==> config.mk <==
export PLATFORM = sky130hd
export DESIGN_NAME = sdram_pwr_seq
export DESIGN_NICKNAME = d
export VERILOG_FILES = /design/src/rtl/sdram_pwr_seq.sv
export SDC_FILE = /design/constraint.sdc
export NUM_CORES = 1
export LEC_CHECK = 0
export ABC_CLOCK_PERIOD_IN_PS = 3000
export BUFFER_PORTS_ARGS = -buffer_cell sky130_fd_sc_hd__clkbuf_2
export CORE_MARGIN = 3
export CORE_UTILIZATION = 45
export CTS_BUF_LIST = sky130_fd_sc_hd__clkbuf_8
export DETAILED_ROUTE_END_ITERATION = 10
export MAX_ROUTING_LAYER = met4
export PLACE_DENSITY = 0.75
export SLEW_MARGIN = 20
export SYNTH_ARGS = -nofsm -noshare
export SYNTH_HDL_FRONTEND = slang
export SYNTH_SLANG_ARGS = --single-unit
==> constraint.sdc <==
create_clock -name clk -period 3 [get_ports clk]
set_clock_uncertainty 0.05 [all_clocks]
set_input_delay 0.3 -clock clk [delete_from_list [all_inputs] [get_ports clk]]
set_output_delay 0.3 -clock clk [all_outputs]
set_load 0.05 [all_outputs]
==> src/rtl/sdram_pwr_seq.sv <==
module sdram_pwr_seq #(
  parameter int TRC = 8
) (
  input  logic       clk,
  input  logic       rst_n,
  input  logic       ref_tick,
  input  logic       sleep_req,
  input  logic       deep_req,
  input  logic       wake_req,
  input  logic       banks_idle,
  input  logic       init_ack,
  output logic       sd_cs_n,
  output logic       sd_ras_n,
  output logic       sd_cas_n,
  output logic       sd_we_n,
  output logic       sd_cke,
  output logic [1:0] sd_dqm,
  output logic       access_ok,
  output logic       need_init
);

  localparam int CW = $clog2(TRC + 1);
  localparam logic [CW-1:0] WAIT_LD = CW'(TRC - 2);

  localparam logic [3:0] C_DSEL = 4'b1111;
  localparam logic [3:0] C_REF  = 4'b0001;
  localparam logic [3:0] C_DPD  = 4'b0110;

  typedef enum logic [2:0] {S_IDLE, S_WAIT, S_SELF, S_DEEP, S_INIT} st_t;

  st_t           st;
  logic [CW-1:0] cnt;
  logic          ref_pend;
  logic [3:0]    cmd;

  wire due = ref_pend | ref_tick;

  always_ff @(posedge clk) begin
    if (!rst_n) begin
      st        <= S_IDLE;
      cnt       <= '0;
      ref_pend  <= 1'b0;
      cmd       <= C_DSEL;
      sd_cke    <= 1'b1;
      sd_dqm    <= 2'b00;
      need_init <= 1'b0;
    end else begin
      cmd <= C_DSEL;
      case (st)
        S_IDLE: begin
          if (due && banks_idle) begin
            cmd      <= C_REF;
            ref_pend <= 1'b0;
            cnt      <= WAIT_LD;
            st       <= S_WAIT;
          end else if (due) begin
            ref_pend <= 1'b1;
          end else if (deep_req && banks_idle) begin
            cmd    <= C_DPD;
            sd_cke <= 1'b0;
            sd_dqm <= 2'b11;
            st     <= S_DEEP;
          end else if (sleep_req && banks_idle) begin
            cmd    <= C_REF;
            sd_cke <= 1'b0;
            sd_dqm <= 2'b11;
            st     <= S_SELF;
          end
        end
        S_WAIT: begin
          if (ref_tick) ref_pend <= 1'b1;
          if (cnt == '0) st <= S_IDLE;
          else           cnt <= cnt - 1'b1;
        end
        S_SELF: begin
          if (wake_req) begin
            sd_cke <= 1'b1;
            sd_dqm <= 2'b00;
            cnt    <= WAIT_LD;
            st     <= S_WAIT;
          end
        end
        S_DEEP: begin
          if (wake_req) begin
            sd_cke    <= 1'b1;
            sd_dqm    <= 2'b00;
            need_init <= 1'b1;
            cnt       <= WAIT_LD;
            st        <= S_INIT;
          end
        end
        S_INIT: begin
          if (cnt != '0) begin
            cnt <= cnt - 1'b1;
          end else if (init_ack) begin
            need_init <= 1'b0;
            st        <= S_IDLE;
          end
        end
        default: st <= S_IDLE;
      endcase
    end
  end

  assign {sd_cs_n, sd_ras_n, sd_cas_n, sd_we_n} = cmd;
  assign access_ok = (st == S_IDLE);

endmodule

# Word-level counts from Yosys, hierarchy flattened
# Index checks and enable logic that the tools add are counted.
[op_classes]
n_reduce_logical = 18
eq_ne = 20
n_bitwise = 3
add_sub_neg = 1
n_mux = 38
[ops]
columns = ["operator", "n"]
rows = [
  ["$mux 4", 8],
  ["$mux 3", 9],
  ["$ne 2x2->1 const B", 10],
  ["$pmux 4 s4", 1],
  ["$pmux 3 s5", 1],
  ["$mux 1", 10],
  ["$mux 2", 5],
  ["$reduce_and 5->1", 2],
  ["$reduce_bool 4->1", 2],
  ["$reduce_and 7->1", 1],
  ["$eq 3x2->1 const B", 2],
  ["$ne 3x1->1 const B", 2],
  ["$pmux 1 s2", 3],
  ["$reduce_bool 2->1", 3],
  ["$logic_not 4->1", 1],
  ["$ne 2x1->1 const B", 2],
  ["$ne 4x1->1 const B", 1],
  ["$pmux 2 s2", 1],
  ["$reduce_and 4->1", 1],
  ["$reduce_or 4->1", 1],
  ["$sub 4x1->4 const B", 1],
  ["$eq 3x1->1 const B", 1],
  ["$eq 3x3->1 const B", 1],
  ["$logic_and 1x1->1", 3],
  ["7 further kinds", 8],
]
[word_totals]
wordCells = 88
in_bits = 8
out_inout_bits = 9
register_bits = 16

# Logic depth before layout (Yosys ltp)
# Gate-level depths: netlist of the first run.
[depth]
word_depth = 6
ltp_mapped = 6
ltp_nobuf = 6

# Worst setup path before layout of the first run
# Ideal clock, no wire load.
[synth_timing]
path_type = "register -> output"
from = "register st[1]"
to = "output access_ok"
path_buffers = 1
setup_slack_ns = 1.061
t_required_ns = 2.650
arrival_ns = 1.589
stages_incl_launch_ff = 3
path_cell_list = "dfxtp_1 -> clkbuf_1 -> nor3_1"
[synth_via]
elab_chain_cells = 1
[synth_lines]
columns = ["element", "line_no", "source"]
rows = [
  ["start: declaration", "31", "st_t st;"],
  ["start signal: assignment", "40", "st <= S_IDLE;"],
  ["start signal: assignment", "55", "st <= S_WAIT;"],
  ["start signal: assignment", "62", "st <= S_DEEP;"],
  ["$logic_not 3->1", "106", "assign access_ok = (st == S_IDLE);"],
  ["end: declaration", "18", "output logic access_ok,"],
]
# Every way passes these cells.

# Worst setup path in the final report of the first run
[layout_timing]
from = "register cnt[0]"
to = "register cnt[2]"
[layout_via]
elab_chain_cells = 3
word_cells_on_any_way = 9
cone_classes = "1 x add/sub; 2 x eq/ne; 3 x mux; 3 x reduce/logical"
[layout_lines]
columns = ["element", "line_no", "source"]
rows = [
  ["start: declaration", "32", "logic [CW-1:0] cnt;"],
  ["start signal: assignment", "73", "else cnt <= cnt - 1'b1;"],
  ["start signal: assignment", "94", "cnt <= cnt - 1'b1;"],
  ["$sub 4x1->4, or another cell as far along", "73, 94", ""],
  ["$mux 4, or another cell as far along", "93", "if (cnt != '0) begin"],
  ["$pmux 4 s4 / $reduce_and 5->1 (equally long branches)", "-", ""],
]
# Parallel ways exist; a longest one is shown, timed or not. The select of a mux whose other input is x is not followed.
# A chain may end at the register's enable or synchronous reset.

==> results of run 1 <==
==> cell type report <==
cell class,count,area share [%]
Inverter,5,2.30
Tap cell,15,2.30
Multi-Input combinational cell,54,44.6
Sequential cell,14,34.3
Clock buffer,4,6.74
Timing Repair Buffer,16,9.80
==> state kept, by name (all words and copies together) (netlist names) <==
| register | count |
|---|---|
| sd_cke | 1 |
| need_init | 1 |
| ref_pend | 1 |
| st | 3 |
| sd_dqm | 1 |
| cmd | 3 |
| cnt | 4 |
==> where the power goes <==
group	leakage [nW]	internal [mW]	switching (mW)
clock network	0.0288	0.116	0.0615
logic	0.199	0.0641	0.113
registers	0.115	0.209	0.0248
total	0.343	0.389	0.199
==> synthesized netlist by cell type (all sizes together) <==
master   n
nand4    1
nor2b    1
nor3     4
o21a     1
o311ai   1
buf      4
nor4     1
inv      5
o211ai   2
clkbuf   2
a21oi    2
o31ai    1
nand2    3
o2111a   1
dfxtp   14
or3      1
a32oi    1
nand3    3
nor3b    2
a311oi   1
nor2     7
nor4b    1
a21o     2
ha       1
xnor2    1
or2      2
o21ai    8
and3b    2
nand2b   2
nand3b   1
a31oi    1
==> cell families after synthesis <==
kind of cell | share of synthesized area [%]
buffers and inverters | 9.01
and+or+nand+nor | 27.9
AOI/OAI and AO/OA | 20.5
DFF | 39.6
xor gates and xnor gates | 1.24
adders and majority gates | 1.77
==> stage by stage <==
| stage | setup slack [ps] | instances | hold WS (ps) |
|---|---|---|---|
| floorplan | 1060 | 79 | 324 |
| global placement | 1310 | 104 | 401 |
| detailed placement | 1310 | 104 | 407 |
| CTS | 1290 | 108 | 219 |
| global route | 1140 | 108 | 224 |
| finish | 1280 | 108 | 228 |
==> worst paths after layout <==
check / startpoint / end / slack, ps / cells after the start
setup / recovery: cnt[0] / cnt[2] / 1280 / 6
hold / removal: deep_req / cmd[0] / 230 / 2
setup reg to reg: cnt[0] / cnt[2] / 1280 / 6
hold reg to reg: sd_cke / sd_cke / 420 / 1
==> metal layers <==
metal	vias to the layer above	wire length, um	track usage (%)	share of wire (%)
met1	272	635	21.0	48
met4	0	0	5.26	0
met2	20	583	22.8	44
met5	-	0	-	0
met3	0	103	8.30	7.8
li1	312	-	-	-
==> run_results.csv, run 1 <==
group,metric,value,unit
layout,fin_util,59.1,%
floorplanning,die_h,45.7,um
sta,hold_viol,0,
sta,rsz0062_at_grt,"no",
yosys,synth_cell_types,36,
route,ant_nets,0,
critical_path,crit_chain,"inv_1, ha_1, nor3b_2, nor3_1, or2_4, o2111a_1",
power,fin_total_pwr,0.588,mW
sta,slew-limit-headroom,69.1,%
route,vias,604,
global_routing,grt_overflow,0,
yosys,avgSynthCellArea,8.96,um2
clock_tree,cts-hold-fix-buffers,0,
sta,fmax,0.580,GHz
layout,fin_nets,103,
yosys,synth_top_area_cell,"dfxtp_1",
job,cap_violations,0,
floorplanning,die_w,45.7,um
route,drt_iter0_drc,13,
critical_path,crit_buf_inv,1,
layout,fillCellCount,125,
clock_tree,postCtsSetupBuffers,0,
yosys,yosysSeqAreaShare,39.6,%
placed_design,gp_congestion,0.839,
critical_path,crit_required,3080,ps
critical_path,cp_slowest_stage_delay,300,ps
floorplanning,rows,13,
clock_tree,h-tree-depth,1,
floorplanning,ioPinCount,17,
power,powerDensity,720,nW/um2
clock_tree,clockBufferDepth,2,
power,peakVddDrop,0.379,mV
critical_path,start_kind,"flip-flop",
layout,ff_latch_area,280,um2
sta,period_share,57.5,%
sta,tightest_slew,463,ps
clock_tree,cts_tree,"done",
layout,final_common_cell,"clkbuf_2",
route,drcViolationCount,0,
global_routing,grt_max_degree,14,
sta,slew_viol_final,0,
layout,multi_input_area,364,um2
critical_path,end_kind,"flip-flop",
route,post_drt_wl_per_cell,12.2,um
critical_path,crit_family,"simple AND/OR/NAND/NOR gates",
sta,setup_viol,0,
layout,stdcell_area,817,um2
route,dr.pass1.iters,4,
floorplanning,core_area,1380,um2
sta,finalSetupTns,0,ps
clock_tree,cts.clk_slew.worst_paths,60,ps
clock_tree,worstSkewPairLatency,240,ps
placed_design,dp_hpwl,1000,um
global_routing,first_global_vias,542,
clock_tree,root_buffer,"clkbuf_8",
clock_tree,cts_made_buffers,3,
clock_tree,cts.sinks,14,
yosys,yosys-top-cells-area,"dfxtp_1 (40%), o21ai_0 (4.9%), nor2_1 (3.7%)",
route,wirelength,1320,um
floorplanning,die_area,2090,um2
floorplanning,initial_utilization,51.2,%
layout,num_antenna_cells,0,
yosys,yosysWarnings,0,
global_routing,track_usage,16.6,%
global_routing,antenna_found_initial,0,
placed_design,port_buffers,16,
placed_design,placed_area,762,um2
yosys,synth_top_area_share,39.6,%
layout,layout-drive-gt1-share,26.9,%
layout,final_cell_mix,"clkbuf_2 (16), dfxtp_1 (14), nor2_1 (7), o21ai_0 (7), inv_1 (5)",
critical_path,critPathKind,"flip-flop to flip-flop",
sta,finalCriticalPeriod,1720,ps
clock_tree,postCtsResizedCells,0,
yosys,synthCells,79,
min_path,hold_path.class,"input port to flip-flop",
power,p_leak,0.343,nW
critical_path,cp_max_fo,4,
global_routing,grt_pass1_wl,2370,um
layout,syn2layout_area_growth,15.4,%
outcome,outcome,"complete, no violations",
critical_path,worstPathArrival,1810,ps
yosys,netlist_area,708,um2
yosys,synth_nets,88,
route,routed_via_density,5.59,
yosys,yosys_register_bits,14,
critical_path,slowest_stage,"dfxtp_1",
Note: power is estimated with default switching activity, not from simulation.
==> inputs of run 2 (changes only) <==
--- a/config.mk
+++ b/config.mk
@@ -5,7 +5,7 @@
 export SDC_FILE = /design/constraint.sdc
 export NUM_CORES = 1
 export LEC_CHECK = 0
-export ABC_CLOCK_PERIOD_IN_PS = 3000
+export ABC_CLOCK_PERIOD_IN_PS = 1800
 export BUFFER_PORTS_ARGS = -buffer_cell sky130_fd_sc_hd__clkbuf_2
 export CORE_MARGIN = 3
 export CORE_UTILIZATION = 45
==> constraint.sdc (replaced) <==
create_clock -name clk -period 1.8 [get_ports clk]
set_clock_uncertainty 0.05 [all_clocks]
set_input_delay 0.18 -clock clk [delete_from_list [all_inputs] [get_ports clk]]
set_output_delay 0.18 -clock clk [all_outputs]
set_load 0.05 [all_outputs]
==> run_results.csv, run 2 (synthesized netlist as in run 1, its figures left out) <==
group,metric,value,unit
outcome,outcome,"complete, no violations",
power,fin_total_pwr,1.02,mW
critical_path,cp_max_fo,4,
job,cap_violations,0,
global_routing,grt_busiest_layer,"met2",
placed_design,dp_hpwl,1020,um
global_routing,grt_max_degree,11,
critical_path,worstPathArrival,1790,ps
layout,fin_nets,105,
route,vias,647,
critical_path,crit_family,"simple AND/OR/NAND/NOR gates",
route,drcViolationCount,0,
layout,final_cell_mix,"clkbuf_2 (16), dfxtp_1 (14), nor2_1 (7), o21ai_0 (7), inv_1 (5)",
sta,period_share,93.4,%
sta,slew_viol_final,0,
placed_design,placed_area,782,um2
floorplanning,core_area,1380,um2
sta,finalSetupTns,0,ps
clock_tree,h-tree-depth,1,
critical_path,critPathKind,"flip-flop to flip-flop",
sta,rsz0062_at_grt,"no",
critical_path,crit_required,1910,ps
clock_tree,cts-hold-fix-buffers,0,
layout,num_antenna_cells,0,
power,p_leak,0.357,nW
layout,largest_register_ffs,4,
route,ant_nets,0,
layout,largest_register,"cnt",
layout,syn2layout_area_growth,19.1,%
route,drt_iter0_drc,26,
global_routing,grt_overflow,0,
clock_tree,cts_tree,"done",
power,peakVddDrop,0.930,mV
global_routing,grtUsageMet2,23.4,%
floorplanning,die_h,45.7,um
global_routing,track_usage,16.0,%
clock_tree,cts.clk_slew.worst_paths,60,ps
clock_tree,cts.sinks,14,
route,routed_via_density,5.88,
global_routing,first_global_vias,553,
route,post_drt_wl_per_cell,13.6,um
sta,hold_viol,0,
layout,fin_util,61.0,%
layout,layout-drive-gt1-share,29.5,%
clock_tree,clockBufferDepth,2,
critical_path,slowest_stage,"dfxtp_1",
sta,fmax,0.595,GHz
critical_path,crit_buf_inv,1,
critical_path,crit_chain,"inv_1, ha_1, nor3b_4, nor3_1, or2_4, a311oi_2",
power,powerDensity,1200,nW/um2
route,wirelength,1500,um
floorplanning,die_w,45.7,um
critical_path,cp_slowest_stage_delay,300,ps
global_routing,antenna_found_initial,0,
layout,stdcell_area,843,um2
sta,slew-limit-headroom,73.9,%
placed_design,port_buffers,16,
critical_path,end_kind,"flip-flop",
layout,final_common_cell,"clkbuf_2",
layout,top_regs,"cnt x4, cmd x3, st x3",
sta,setup_viol,0,
clock_tree,cts_made_buffers,3,
clock_tree,root_buffer,"clkbuf_8",
floorplanning,ioPinCount,17,
sta,holdWs,106,ps
placed_design,gp_congestion,0.849,
min_path,hold_path.class,"input port to flip-flop",
critical_path,start_kind,"flip-flop",
global_routing,use_met3,7.51,%
sta,finalCriticalPeriod,1680,ps
sta,tightest_slew,390,ps
floorplanning,initial_utilization,51.2,%
route,dr.pass1.iters,5,
global_routing,met1_usage,17.9,%
global_routing,grt_pass1_wl,2240,um
floorplanning,die_area,2090,um2
floorplanning,rows,13,
clock_tree,worstSkewPairLatency,250,ps
-- run 2: cell types whose count changed in the layout (fill, tap and decap cells not counted) --
cell     change
nor3b_4      +1
nor3_2       +1
nor3b_2      -1
nor3_1       -1
buf_4        +2
-- run 2: worst paths after layout --
| kind | from | endpoint | slack, ps | cells past startpoint |
|---|---|---|---|---|
| max | cnt[0] | cnt[1] | 120 | 6 |
| min | deep_req | cmd[0] | 110 | 2 |
| max reg2reg | cnt[0] | cnt[1] | 120 | 6 |
| min reg2reg | sd_cke | sd_cke | 410 | 1 |
-- run 2: per-stage QoR --
step	setup WS (ps)	std cells
6_report	119	110
5_1_grt	5.24	110
4_1_cts	127	110
3_5_place_dp	118	106
3_3_place_gp	227	106
2_1_floorplan	286	79
-- run 2: where the power goes --
part	leakage (nW)	total, mW	switching, mW	internal, mW
sequential	0.115	0.392	0.0436	0.348
combinational	0.213	0.316	0.195	0.121
clock	0.0288	0.308	0.114	0.194
total	0.357	1.02	0.353	0.663
-- run 2: worst register-to-register path, delay by kind of cell, from the launching register on --
kind                       cells  cell delay [ps]
AOI/OAI and AO/OA              1              250
adders and majority gates      1              240
DFF                            1              300
and+or+nand+nor                3              670
buffers and inverters          1               90
-- run 2: per-layer routing --
layer,vias up,share of wire (%)
li1,315,-
met1,286,43
met2,38,43
met3,8,11
met4,0,3.2
met5,-,0
-- run 2: cell type report --
type / instances / area [um2]
well taps: 15 / 18.8
clock buffers: 4 / 55.1
inverters: 5 / 18.8
flip-flops and latches: 14 / 280
repair buffers: 18 / 95.1
multi-input cells: 54 / 375
fillers: 134 / 539
-- run 2: what timing repair did --
| item | 4_1_cts | 5_1_grt |
|---|---|---|
| endpoints found under the hold margin | 0 | 0 |
| endpoints found under the setup margin | 0 | 2 |
| buffers inserted | 0 | 0 |
| gates resized for setup | 0 | 1 |
==> inputs of run 3 (changes only) <==
--- a/config.mk
+++ b/config.mk
@@ -6,13 +6,13 @@
 export NUM_CORES = 1
 export LEC_CHECK = 0
 export ABC_CLOCK_PERIOD_IN_PS = 1800
-export BUFFER_PORTS_ARGS = -buffer_cell sky130_fd_sc_hd__clkbuf_2
 export CORE_MARGIN = 3
 export CORE_UTILIZATION = 45
 export CTS_BUF_LIST = sky130_fd_sc_hd__clkbuf_8
 export DETAILED_ROUTE_END_ITERATION = 10
+export DONT_BUFFER_PORTS = 1
 export MAX_ROUTING_LAYER = met4
-export PLACE_DENSITY = 0.75
+export PLACE_DENSITY = 0.66
 export SLEW_MARGIN = 20
 export SYNTH_ARGS = -nofsm -noshare
 export SYNTH_HDL_FRONTEND = slang
==> run_results.csv, run 3 (synthesized netlist as in run 1, its figures left out) <==
group,metric,value,unit
sta,fmax,0.606,GHz
power,comb_power_share,30.2,%
power,peakVddDrop,0.632,mV
clock_tree,cts.sinks,14,
power,seqPwrFrac,40.5,%
global_routing,track_usage,14.8,%
global_routing,grt_pass1_wl,2150,um
route,post_drt_wl_per_cell,13.9,um
placed_design,dp_hpwl,1030,um
sta,slew_viol_final,0,
clock_tree,cts_tree,"done",
clock_tree,h-tree-depth,1,
layout,fillCellCount,124,
route,vias,576,
layout,layout-drive-gt1-share,19.8,%
power,pwr-share-clk,29.4,%
clock_tree,worstSkewPairLatency,240,ps
layout,instances_no_fill,101,
sta,rsz0062_at_grt,"no",
power,powerDensity,1230,nW/um2
floorplanning,die_w,45.7,um
global_routing,grt_overflow,0,
layout,multi_input_area,375,um2
power,power_switching,0.336,mW
route,drt_iter0_drc,25,
placed_design,gp_congestion,0.818,
critical_path,cp_max_fo,4,
sta,setup_viol,0,
sta,slew-limit-headroom,66.3,%
global_routing,antenna_found_initial,0,
critical_path,critPathKind,"flip-flop to flip-flop",
layout,top_regs,"cnt x4, cmd x3, st x3",
sta,hold_viol,0,
global_routing,first_global_vias,508,
power,intPower,0.675,mW
floorplanning,initial_utilization,51.2,%
power,p_leak,0.324,nW
min_path,hold_path.class,"input port to flip-flop",
placed_design,dp_cells,94,
floorplanning,core_area,1380,um2
critical_path,end_kind,"flip-flop",
layout,fin_nets,96,
floorplanning,rows,13,
global_routing,grt_max_degree,10,
layout,syn2layout_area_growth,15.9,%
clock_tree,cts.clk_slew.worst_paths,60,ps
layout,final_cell_mix,"dfxtp_1 (14), nor2_1 (7), o21ai_0 (7), buf_4 (7), inv_1 (5)",
clock_tree,cts_made_buffers,3,
sta,finalCriticalPeriod,1650,ps
layout,final_common_cell,"dfxtp_1",
layout,num_antenna_cells,0,
sta,finalSetupTns,0,ps
clock_tree,clockBufferDepth,2,
outcome,outcome,"complete, no violations",
layout,largest_register_ffs,4,
critical_path,start_kind,"flip-flop",
floorplanning,ioPinCount,17,
route,drcViolationCount,0,
layout,largest_register,"cnt",
layout,ff_latch_area,280,um2
route,dr.pass1.iters,4,
critical_path,worstPathArrival,1750,ps
placed_design,port_buffers,0,
clock_tree,root_buffer,"clkbuf_8",
floorplanning,die_h,45.7,um
route,ant_nets,0,
floorplanning,die_area,2090,um2
critical_path,crit_required,1900,ps
job,cap_violations,0,
sta,tightest_slew,504,ps
power,swShare,33.2,%
route,routed_via_density,5.70,
sta,period_share,91.7,%
route,wirelength,1410,um
[run 3: stage by stage]
step / utilization, % / instance area [um2] / worst slack, ps / hold WS [ps] / power, mW
floorplan: - / 713 / 286 / 204 / 0.642
finish: 59.4 / 821 / 149 / 31.7 / 1.01
detailed placement: 52.9 / 732 / 106 / 213 / 0.686
global placement: 52.9 / 732 / 118 / 204 / 0.683
global route: 59.4 / 821 / 34.4 / 35.3 / 1.07
CTS: 58.4 / 807 / 80.9 / 25.8 / 0.990
[run 3: area by class of cell]
type	count	area share, %
clock buffer	4	6.71
sequential	14	34.1
multi-input combinational	54	45.7
inverter	5	2.29
tap	15	2.29
timing repair buffer	9	8.84
[run 3: routing by layer]
layer,track usage [%],vias to the layer above,part of all wire (%)
met5,-,-,0
met4,7.02,0,0.92
met3,3.95,2,6.8
met2,19.5,16,43
met1,20.5,263,49
li1,-,295,-
[run 3: final timing paths]
check	startpoint	to	slack, ps	cells past startpoint
max reg2reg	cnt[0]	cnt[1]	150	6
max	cnt[0]	cnt[1]	150	6
min reg2reg	sd_dqm[0]	sd_dqm[0]	420	2
min	rst_n	ref_pend	30	2
[run 3: what timing repair did]
action / 4_1_cts / 5_1_grt
endpoints found under the setup margin: 0 / 3
hold buffers: 2 / 0
buffers inserted: 0 / 1
hold endpoints to repair: 3 / 0
resized for setup: 0 / 1
[run 3: critical path, stage by stage, from the launching register on]
cell and delay, ps:
dfxtp_1 300, inv_1 80, ha_1 210, nor3b_4 240, nor3_1 110, or2_4 300
a311oi_2 260
[run 3: power groups by stage]
stage	clock network [mW]	logic, mW	registers (mW)
finish	0.297	0.305	0.409
global route	0.323	0.333	0.412
CTS	0.304	0.280	0.405
detailed placement	0	0.274	0.412
global placement	0	0.272	0.410
floorplan	0	0.226	0.416
